--- src/rtl/hdr_pkg.sv ---
package hdr_pkg;
    typedef enum logic [1:0] {
        STOP_NONE   = 2'b00,
        STOP_SAT    = 2'b01,
        STOP_MOTION = 2'b10
    } stop_e;
endpackage

--- src/rtl/hdr_sample_judge.sv ---
module hdr_sample_judge #(
    parameter int PIX_W = 8
) (
    input  logic [PIX_W-1:0] sample,
    input  logic [PIX_W-1:0] est,
    input  logic [PIX_W-1:0] thr,
    input  logic [PIX_W-1:0] tol,
    output logic             is_sat,
    output logic             is_motion
);
    localparam int EXT_W = PIX_W + 1;

    logic [EXT_W-1:0] pred;
    logic [EXT_W-1:0] samp_ext;
    logic [EXT_W-1:0] gap;

    always_comb begin
        pred     = {est, 1'b0};
        samp_ext = {1'b0, sample};
        gap      = (samp_ext > pred) ? (samp_ext - pred) : (pred - samp_ext);
        is_sat    = (sample >= thr);
        is_motion = (gap > {1'b0, tol});
    end
endmodule

--- src/rtl/hdr_exposure_scaler.sv ---
module hdr_exposure_scaler #(
    parameter int PIX_W    = 8,
    parameter int NUM_CAPT = 6,
    parameter int IDX_W    = 3,
    parameter int OUT_W    = PIX_W + NUM_CAPT - 1
) (
    input  logic [PIX_W-1:0] val,
    input  logic [IDX_W-1:0] idx,
    output logic [OUT_W-1:0] scaled
);
    localparam int LAST = NUM_CAPT - 1;

    logic [OUT_W-1:0] cand [NUM_CAPT];

    for (genvar g = 0; g < NUM_CAPT; g++) begin : g_shift
        assign cand[g] = OUT_W'(val) << (LAST - g);
    end

    always_comb begin
        scaled = '0;
        for (int k = 0; k < NUM_CAPT; k++) begin
            if (idx == IDX_W'(k)) scaled = cand[k];
        end
    end
endmodule

--- src/rtl/hdr_combiner.sv ---
module hdr_combiner #(
    parameter int PIX_W    = 8,
    parameter int NUM_CAPT = 6,
    parameter int IDX_W    = (NUM_CAPT > 1) ? $clog2(NUM_CAPT) : 1,
    parameter int OUT_W    = PIX_W + NUM_CAPT - 1
) (
    input  logic             clk,
    input  logic             rst_n,
    input  logic [PIX_W-1:0] cfg_sat_thr,
    input  logic [PIX_W-1:0] cfg_motion_tol,
    input  logic             smp_valid,
    input  logic [IDX_W-1:0] smp_idx,
    input  logic [PIX_W-1:0] smp_val,
    output logic             hdr_valid,
    output logic [OUT_W-1:0] hdr_value,
    output logic [1:0]       hdr_stop
);
    import hdr_pkg::*;

    localparam logic [IDX_W-1:0] LAST_IDX = IDX_W'(NUM_CAPT - 1);

    typedef struct packed {
        logic             active;
        stop_e            stop;
        logic [PIX_W-1:0] est;
        logic [IDX_W-1:0] pick;
        logic             out_vld;
        logic [OUT_W-1:0] out_val;
        stop_e            out_stop;
    } state_t;

    state_t state_d, state_q;

    logic             is_sat, is_motion;
    logic             take_first, take_later, frame_end;
    logic [PIX_W-1:0] est_nx;
    logic [IDX_W-1:0] pick_nx;
    stop_e            stop_nx;
    logic [OUT_W-1:0] scaled;

    hdr_sample_judge #(.PIX_W(PIX_W)) u_judge (
        .sample   (smp_val),
        .est      (state_q.est),
        .thr      (cfg_sat_thr),
        .tol      (cfg_motion_tol),
        .is_sat   (is_sat),
        .is_motion(is_motion)
    );

    // Estimate update for the current sample.
    always_comb begin
        take_first = smp_valid && (smp_idx == '0);
        take_later = smp_valid && (smp_idx != '0) && state_q.active;
        frame_end  = (take_first || take_later) && (smp_idx == LAST_IDX);
        est_nx     = state_q.est;
        pick_nx    = state_q.pick;
        stop_nx    = state_q.stop;
        if (take_first) begin
            est_nx  = smp_val;
            pick_nx = '0;
            stop_nx = is_sat ? STOP_SAT : STOP_NONE;
        end else if (take_later && state_q.stop == STOP_NONE) begin
            if (is_sat) begin
                stop_nx = STOP_SAT;
            end else if (is_motion) begin
                stop_nx = STOP_MOTION;
            end else begin
                est_nx  = smp_val;
                pick_nx = smp_idx;
            end
        end
    end

    hdr_exposure_scaler #(
        .PIX_W   (PIX_W),
        .NUM_CAPT(NUM_CAPT),
        .IDX_W   (IDX_W),
        .OUT_W   (OUT_W)
    ) u_scale (
        .val   (est_nx),
        .idx   (pick_nx),
        .scaled(scaled)
    );

    always_comb begin
        state_d         = state_q;
        state_d.out_vld = 1'b0;
        state_d.est     = est_nx;
        state_d.pick    = pick_nx;
        state_d.stop    = stop_nx;
        if (take_first) state_d.active = 1'b1;
        if (frame_end) begin
            state_d.active   = 1'b0;
            state_d.out_vld  = 1'b1;
            state_d.out_val  = scaled;
            state_d.out_stop = stop_nx;
        end
    end

    always_ff @(posedge clk) begin
        if (!rst_n) begin
            state_q <= '{active: 1'b0, stop: STOP_NONE, est: '0, pick: '0,
                         out_vld: 1'b0, out_val: '0, out_stop: STOP_NONE};
        end else begin
            state_q <= state_d;
        end
    end

    assign hdr_valid = state_q.out_vld;
    assign hdr_value = state_q.out_val;
    assign hdr_stop  = state_q.out_stop;
endmodule

--- config.mk ---
export PLATFORM = sky130hd
export DESIGN_NAME = hdr_combiner
export DESIGN_NICKNAME = d
export VERILOG_FILES = /design/src/rtl/hdr_pkg.sv /design/src/rtl/hdr_sample_judge.sv /design/src/rtl/hdr_exposure_scaler.sv /design/src/rtl/hdr_combiner.sv
export SDC_FILE = /design/constraint.sdc
export NUM_CORES = 1
export LEC_CHECK = 0
export ABC_AREA = 1
export BUFFER_PORTS_ARGS = -buffer_cell sky130_fd_sc_hd__buf_2
export CAP_MARGIN = 20
export CORE_ASPECT_RATIO = 1.5
export CORE_UTILIZATION = 35
export DETAILED_ROUTE_END_ITERATION = 6
export PLACE_DENSITY = 0.58
export SLEW_MARGIN = 40
export SYNTH_ARGS = -nofsm -noshare
export SYNTH_HDL_FRONTEND = slang
export SYNTH_SLANG_ARGS = --single-unit
--- constraint.sdc ---
create_clock -name clk -period 11.1 [get_ports clk]
set_input_delay 0.555 -clock clk [delete_from_list [all_inputs] [get_ports clk]]
set_output_delay 0.555 -clock clk [all_outputs]
set_load 0.03 [all_outputs]
Yosys cells after proc, flatten, opt, wreduce, memory -nomap -nowiden

Cells that the tools add are included.

Bitwise logic cells: 1
Magnitude comparators: 3
Multiplexer cells: 21
Reductions and logical operators: 11
$add $sub $neg: 2
Eq/ne operators: 6

Operators by type and width:

| operator                                                               | count |
|---|---|
| 13-bit two-way mux                                                     | 6 |
| 8-bit two-way mux                                                      | 4 |
| 16-bit two-way mux                                                     | 1 |
| 3-bit two-way mux                                                      | 4 |
| 3-bit equality test (second input constant)                            | 3 |
| 8-bit by 9-bit > comparator with 1-bit output                          | 1 |
| 9-bit by 8-bit > comparator with 1-bit output                          | 1 |
| 9-bit two-way mux                                                      | 1 |
| 8-bit by 9-bit subtractor with 9-bit output                            | 1 |
| 9-bit by 8-bit subtractor with 9-bit output                            | 1 |
| 8-bit greater-or-equal comparator                                      | 1 |
| 2-bit two-way mux                                                      | 4 |
| 3-bit by 2-bit equality test with 1-bit output (second input constant) | 2 |
| 3-bit logical NOT                                                      | 2 |
| 1-bit logical AND                                                      | 5 |
| 3-bit by 1-bit equality test with 1-bit output (second input constant) | 1 |
| 3-bit nonzero test                                                     | 1 |
| 2-bit logical NOT                                                      | 1 |
| 2-bit OR reduction                                                     | 1 |
| 1-bit logical OR                                                       | 1 |
| 1-bit two-way mux                                                      | 1 |
| 1-bit inverter                                                         | 1 |

Output and inout bits: 16
Input port bits: 30
Logic and storage cells: 51
Register bits after elaboration: 30

Longest topological paths before layout

Gate-level depths: netlist of run 1.

Word-level depth: 15
Gate-level depth with buffers: 35
Mapped depth without buffers: 34

Modules after synthesis

A second synthesis of run 1 with hierarchy kept.

Cells, all modules: 514
Area total of the unflattened synthesis: 3,153.0 sq um

By module, submodules not included:

| module              | area each (sq um) | cells an instance | times used |
|---|---|---|---|
| hdr_combiner        | 1,410.1           | 196               | 1 |
| hdr_sample_judge    | 1,321.3           | 224               | 1 |
| hdr_exposure_scaler | 421.7             | 94                | 1 |

Worst setup path before layout of run 1

Ideal clock, no wire load.

Kind: in2reg
Start: input smp_val[1]
End: register state_q (netlist bit hdr_value[5])
Arrival time: 3.824 ns
Cell stages on the path: 33
Path buffers: 1
Path slack: 7.164 ns
Required time: 10.988 ns
Path through: inv_1 > ha_1 > inv_1 > fa_1 > nand3_1 > nand2_1 > nand2_1 > nand2_2 > nand2_4 > a21oi_1 > a31oi_1 > xor2_1 > inv_1 > ha_1 > nand2_1 > nor2_1 > nand2_1 > nand3_1 > nand2_1 > nand2_1 > nand2_1 > nand2_1 > nand2_1 > nand3_4 > nand2_2 > buf_6 > nand2_1 > o21ai_4 > inv_1 > a22oi_1 > nand2_1 > nand2_1 > nand2_1

Word-level cells in the longest chain between the ends: 14

Ends and longest elaborated chain:

| element                                                                   | line                      | source |
|---|---|---|
| start, declared                                                           | hdr_combiner.sv:13        | `input logic [PIX_W-1:0] smp_val,` |
| 9-bit by 8-bit subtractor with 9-bit output, or another cell as far along | hdr_sample_judge.sv:20    | `gap = (samp_ext > pred) ? (samp_ext - pred) : (pred - samp_ext);` |
| 9-bit two-way mux                                                         | hdr_sample_judge.sv:20    |  |
| 9-bit by 8-bit > comparator with 1-bit output                             | hdr_sample_judge.sv:22    | `is_motion = (gap > {1'b0, tol});` |
| 3-bit two-way mux                                                         | hdr_combiner.sv:65        | `end else if (is_motion) begin` |
| 3-bit two-way mux                                                         | hdr_combiner.sv:63        | `if (is_sat) begin` |
| 3-bit two-way mux                                                         | hdr_combiner.sv:62        | `end else if (take_later && state_q.stop == STOP_NONE) begin` |
| 3-bit two-way mux                                                         | hdr_combiner.sv:58        | `if (take_first) begin` |
| 3-bit logical NOT                                                         | hdr_exposure_scaler.sv:22 | `if (idx == IDX_W'(k)) scaled = cand[k];` |
| 13-bit two-way mux (5 in series)                                          | hdr_exposure_scaler.sv:22 |  |
| 13-bit two-way mux (*)                                                    | hdr_exposure_scaler.sv:22 |  |
| end signal, assigned                                                      | hdr_combiner.sv:102       | `state_q <= '{active: 1'b0, stop: STOP_NONE, est: '0, pick: '0,` |
| end signal, assigned                                                      | hdr_combiner.sv:105       | `state_q <= state_d;` |
| end, declared                                                             | hdr_combiner.sv:32        | `state_t state_d, state_q;` |

Mark *: on every way between the ends. The rest lies on a longest branch, timed or not.
A chain may end at the register's enable or synchronous reset.

Worst setup path after layout of run 1

Start: input smp_val[1]
End: register state_q (netlist bit hdr_value[8])

Same word-level chain as after synthesis.

==> qor.yml, run 1 <==
dpl.hpwl_microns: 5956
synth_area_per_cell_sq_um: 6.518
finClkSkew_ps: 4.020
wl_per_cell_microns: 12.42
worstMarginPinSlew_ps: 660.4
cts_buffers: 5
core_area_sq_um: 7710
seq_area_sq_um: 600.6
cp_data_required_time_ps: 11270
yosysUniqueCellTypes: 41
critPathMaxFanout: 14
track_usage_pct: 18.34
n_antenna_cell: 0
fp.dieH_microns: 112.2
grt_pass1_vias: 2685
yosysTopAreaCellShare_pct: 21.18
worst_slack_ps: 6777
place_area_sq_um: 3054
clk_pin_slew_ps: 50
p_sw_uw: 102.8
post_cts_buffers: 0
final_cell_mix: "113 x nand2_1, 74 x inv_1, 45 x buf_2"
fin_crit_sh_pct: 38.94
cellLeakagePower_nw: 1.720
power.total_uw: 332.9
layoutNonFillerInstCount: 571
hold_viol: 0
cpMaxStageDelayCell: "o21ai_1"
crit_type: "input pin to flop"
ys.warnings.count: 0
grt_setup_unrepaired: "no"
crit_path_end_kind: "flop"
setup_viol: 0
sw_frac_of_total_pct: 30.89
finalNetCount: 531
ant_nets: 0
synthTopCellsByArea: "dfxtp_1 21%, nand2_1 15%, ha_1 14%"
yosysTopAreaCell: "dfxtp_1"
status: "complete, no violations"
place_congestion: 0.9035
die-area_sq_um: 8472
cts_tree: "built"
syn_inst: 435
clockBufferDepth: 2
synthesis.nets: 498
cts_max_level: 2
multi_input_area_sq_um: 1790
drt_iter0_drc: 98
dp_slack_ps: 6466
path_delay_family: "simple AND/OR/NAND/NOR gates"
cts_resized: 0
wirelength_microns: 7090
drc_errors: 0
final_common_cell: "nand2_1"
crit_top_cell: "nand2_1"
die_x_microns: 75.49
fmax_ghz: 0.2313
synthArstFlopShare_pct: 0
ys.flop_type: "dfxtp_1"
initial_core_util_pct: 36.77
holdBufCountCts: 0
synth_seq_cells: 30
routed-via-count: 2730
cts-root-buf: "clkbuf_16"
holdWs_ps: 448.4
critPathLaunchType: "input pin"
fillers: 859
tns_ps: 0
antenna_found_initial: 0
power_density_nw_per_um2: 104.0
numClockSinks: 30
rows: 39
ios: 46
overflow: 0
post-route-min-period_ps: 4323
portBuffers: 45
report.final.slew_viol_count: 0
yosysSeqAreaShare_pct: 21.18
grt_max_degree: 17
drtPass1Iterations: 4
cp.arrival_ps: 4490
synth_edf_count: 0
final_area_sq_um: 3202
drive_above_1_share_pct: 18.98
maxCapViolCount: 0
slew-limit-headroom_pct: 55.92
fin_util_pct: 41.53
hold_class: "flop to flop"
synth_area_sq_um: 2835
insertion_delay_ps: 280
intPower_uw: 230.1
dp.cells: 563
grt_pass1_wl_microns: 11790
max_stage_delay_ps: 390
clkPwrFrac_pct: 40.6
cp_num_buf_inv: 5
via_per_inst: 4.781
ir_drop_uv: 96.57
p_seq_share_pct: 33.3
comb_power_share_pct: 26.1
area_delta_synth_final_pct: 12.93
registers in the layout, summed over array words and instances (netlist names):
name       cells
hdr_valid      1
hdr_stop       2
hdr_value     13
state_q       14
layout make-up:
type	count	area share (%)
Multi-Input combinational cell	304	55.92
Sequential cell	30	18.76
Inverter	82	9.691
Timing Repair Buffer	45	7.034
Clock buffer	7	4.455
Tap cell	102	3.986
Clock inverter	1	0.1563
worst register-to-register path, delay by kind of cell (launching register included):
| family | cells | cell delay (ps) |
|---|---|---|
| AO/OA/AOI/OAI | 3 | 690 |
| buffers and inverters | 3 | 230 |
| flip-flops | 1 | 410 |
| AND/OR/NAND/NOR | 22 | 1790 |
| adder cells (fa/ha/maj) | 3 | 820 |
| XOR/XNOR | 1 | 170 |
metal layers:
metal  wire length [microns]  vias to the layer above  track usage, %  share of wire, %
met2                    3939                       60           35.77                56
met5                       0                        -               0                 0
met3                     214                       15           2.603               3.0
met4                     228                        0           8.025               3.2
met1                    2708                     1219           18.00                38
li1                        -                     1436               -                 -
final timing paths:
| check | startpoint | endpoint | slack [ps] | cells after the start |
|---|---|---|---|---|
| worst max-delay path | smp_val[1] | hdr_value[8]$_SDFFE_PN0P_ | 6780 | 34 |
| worst min-delay path | hdr_value[6]$_SDFFE_PN0P_ | hdr_value[6]$_SDFFE_PN0P_ | 450 | 2 |
| worst max register to register | state_q[19]$_SDFF_PN0_ | hdr_value[8]$_SDFFE_PN0P_ | 6870 | 32 |
| worst min register to register | hdr_value[6]$_SDFFE_PN0P_ | hdr_value[6]$_SDFFE_PN0P_ | 450 | 2 |
cells in the mapped netlist, types with 3 or more instances:
cell and n:
nand2_1 113, inv_1 74, ha_1 31, dfxtp_1 30, nor2_1 28, a21oi_1 24
nand3_1 20, o21ai_0 18, buf_4 15, nand4_1 10, nand2_2 9, inv_2 7
nor3_1 5, o21ai_1 5, o21a_1 4, o21ai_2 4, xor2_1 4, nand3_2 3
o211ai_1 3
power by group through the flow:
| stage | Combinational, mW | Clock, mW | Sequential (mW) |
|---|---|---|---|
| floorplan | 0.0643 | 0 | 0.113 |
| global placement | 0.0861 | 0 | 0.113 |
| detailed placement | 0.0873 | 0 | 0.113 |
| CTS | 0.0880 | 0.139 | 0.111 |
| global route | 0.101 | 0.142 | 0.111 |
| finish | 0.0868 | 0.135 | 0.111 |
cells by family after synthesis:
group	synth area share, %
and+or+nand+nor	32.83
buffers and inverters	15.76
AOI/OAI and AO/OA	13.59
DFF	21.18
xor gates and xnor gates	1.545
adders and majority gates	15.09
Note: power is estimated with default switching activity, not from simulation.
==> run 2, diff against run 1 <==
Settings changed: ABC_AREA 1 to 0.
Clock period 11.1 ns to 4 ns, I/O delays scaled along.
==> run 2 against run 1 <==
Net effect:
- register-to-register slack lost 7300 ps
- total power rose to 2.8 times the previous value
- clock power grew to 2.6 times the previous value
- first-iteration DRC count decreased by 6.1%
- routed wire length is 19% higher
- the run now ends with setup timing left
- highest routed layer unchanged
- sequential power grew to 2.7 times the previous value
- largest power group unchanged
- critical path depth fell by 12
==> qor.yml, run 2 <==
dp_slack_ps: -573.4
hold_class: "input pin to flop"
status: "finished with violations"
clkPwrFrac_pct: 37.4
ant_nets: 0
portBuffers: 45
hold_viol: 0
synth_xor_area_share_pct: 1.823
p_seq_share_pct: 32.3
largest_reg_flops: 14
comb_power_share_pct: 30.3
synth_edf_count: 0
crit_type: "flop to flop"
core_area_sq_um: 8008
post-route-min-period_ps: 4410
critPathLaunchType: "flop"
report.final.slew_viol_count: 0
drc_errors: 0
hold_depth: 3
worst_slack_ps: -409.7
synthAdderAreaFrac_pct: 14.84
wirelength_microns: 8440
crit_path_end_kind: "flop"
synthTopCellsByArea: "dfxtp_1 21%, ha_1 13%, inv_1 4.8%"
yosys.area_share.simple_pct: 20.27
die-area_sq_um: 8611
dpl.hpwl_microns: 6704
synth_area_per_cell_sq_um: 7.963
rr_startpoint: "state_q[19]$_SDFF_PN0_"
ios: 46
intPower_uw: 667.9
syn_inst: 362
min-delay-start: "smp_idx[2]"
synthArstFlopShare_pct: 0
p_sw_uw: 276.7
critPathMaxFanout: 7
insertion_delay_ps: 280
fp.dieH_microns: 113.2
slew-limit-headroom_pct: 64.81
drtPass1Iterations: 4
ys.warnings.count: 0
ir_drop_uv: 261.8
cp_data_required_time_ps: 4210
ys.flop_type: "dfxtp_1"
fin_crit_sh_pct: 110.2
final_cell_mix: "63 x buf_4, 45 x buf_2, 35 x inv_1"
power_density_nw_per_um2: 236.7
worstMarginPinSlew_ps: 522.3
n_antenna_cell: 0
fmax_ghz: 0.2268
numClockSinks: 30
setup_viol: 19
antenna_found_initial: 0
die_x_microns: 76.10
synth_mux_area_share_pct: 7.986
via_per_inst: 5.200
finalNetCount: 528
cp.arrival_ps: 4620
place_area_sq_um: 3641
routed-via-count: 2964
yosysMostFrequentCell: "inv_1"
sw_frac_of_total_pct: 29.30
wl_per_cell_microns: 14.81
yosysTopAreaCell: "dfxtp_1"
clockBufferDepth: 2
cts_tree: "built"
yosysUniqueCellTypes: 58
grt_max_degree: 21
synth_top_family_by_area: "compound AO/OA/AOI/OAI gates"
synthesis.nets: 425
r2r_slack_ps: -410
synth_seq_cells: 30
synth_compound_area_share_pct: 23.44
cts-root-buf: "clkbuf_16"
regMostFlops: "state_q"
yosys-top-cells-count: "37 x inv_1, 31 x ha_1, 30 x dfxtp_1, 29 x nand2_1, 25 x a21oi_1"
grt_pass1_vias: 2963
track_usage_pct: 20.06
overflow: 0
final_common_cell: "buf_4"
final_area_sq_um: 3991
drt_iter0_drc: 92
violations: "setup timing"
rows: 40
drive_above_1_share_pct: 36.34
fillers: 808
place_congestion: 0.8627
yosysTopAreaCellShare_pct: 20.83
initial_core_util_pct: 36.00
synth_area_sq_um: 2883
finClkSkew_ps: 5.586
cts_buffers: 5
grt_setup_unrepaired: "yes"
cts_max_level: 2
area_delta_synth_final_pct: 38.45
maxCapViolCount: 0
cellLeakagePower_nw: 1.798
regToRegEndpoint: "hdr_value[4]$_SDFFE_PN0P_"
yosysSeqAreaShare_pct: 20.83
holdBufCountCts: 0
clk_pin_slew_ps: 50
grt_pass1_wl_microns: 13810
r2r_cells: 22
whs_endpoint: "state_q[18]$_SDFF_PN0_"
## run 2: cell types whose count changed in the layout (fill, tap and decap cells not counted), sizes merged, moves of 10 or more
cell | before | now
and2 | 1 | 11
buf | 45 | 122
inv | 82 | 36
mux2i | 0 | 16
nand2 | 124 | 29
nand3 | 25 | 5
nor2 | 32 | 19
nor2b | 0 | 16
## run 2: logic make-up after synthesis
family          after synthesis
flops                        30
fa+ha+maj                    33
simple gates                111
buf+inv                      63
mux                          19
xor+xnor                      6
compound gates              100
## run 2: layout make-up
class                      count  area (sq um)  share of cell area [%]
multi-input combinational    269          2116                   53.01
tap                          105         131.4                   3.292
inverter                      37         142.6                   3.574
clock buffer                   7         132.6                   3.323
sequential                    30         604.3                   15.14
timing repair buffer         122         864.6                   21.66
## run 2: worst max path at each step
stage	start	end	slack (ps)	depth (start not counted)
after global placement	smp_val[1]	hdr_value[5]$_SDFFE_PN0P_	-520	23
after floorplan	state_q[19]$_SDFF_PN0_	hdr_value[7]$_SDFFE_PN0P_	-450	24
after CTS	state_q[19]$_SDFF_PN0_	hdr_value[5]$_SDFFE_PN0P_	-450	25
after detailed placement	smp_val[1]	hdr_value[5]$_SDFFE_PN0P_	-570	23
after global routing	state_q[19]$_SDFF_PN0_	hdr_value[5]$_SDFFE_PN0P_	-670	26
final	state_q[19]$_SDFF_PN0_	hdr_value[4]$_SDFFE_PN0P_	-410	22
## run 2: layer usage
layer | track usage, % | routed length, microns
met5 | 0 | 0
met4 | 9.615 | 324
met3 | 1.855 | 293
met2 | 40.36 | 4559
met1 | 20.37 | 3263
## run 2: power by group through the flow
| stage | clock network [mW] | logic, mW | registers [mW] |
|---|---|---|---|
| finish | 0.354 | 0.286 | 0.305 |
| global route | 0.374 | 0.315 | 0.305 |
| CTS | 0.356 | 0.279 | 0.305 |
| detailed placement | 0 | 0.267 | 0.311 |
| global placement | 0 | 0.261 | 0.311 |
| floorplan | 0 | 0.161 | 0.311 |
## run 2: through the flow
| stage | util, % | total power, mW | instances | setup TNS, ps | hold slack (ps) |
|---|---|---|---|---|---|
| final | 49.84 | 0.9446 | 570 | -4968 | 248.1 |
| after detailed placement | 45.47 | 0.5775 | 552 | -7799 | 442.1 |
| after global placement | 45.47 | 0.5719 | 552 | -6031 | 440.3 |
| after global routing | 49.84 | 0.9937 | 570 | -10600 | 302.7 |
| after CTS | 49.17 | 0.9403 | 566 | -5578 | 250.9 |
| after floorplan | - | 0.4716 | 362 | -3331 | 347.2 |
## run 2: timing repair
item / in CTS / in global routing
setup endpoints to repair: 23 / 24
gates resized for setup: 26 / 5
pin swaps: 9 / 8
buffers inserted: 8 / 4
## run 2: worst max-delay path: stages (launching register included)
cell and delay, ps:
dfxtp_4 370, ha_4 130, inv_2 30, fa_2 340
nand3_2 100, a21oi_2 70, o31ai_4 310, buf_4 170
buf_4 130, nand3_1 70, o21ai_0 100, xnor2_1 160
ha_1 260, and4_4 180, a21boi_1 120, o41a_1 370
nor4_4 190, and3_4 330, mux2i_4 320, buf_6 160
mux2i_2 230, a22oi_1 90, o21ai_1 90
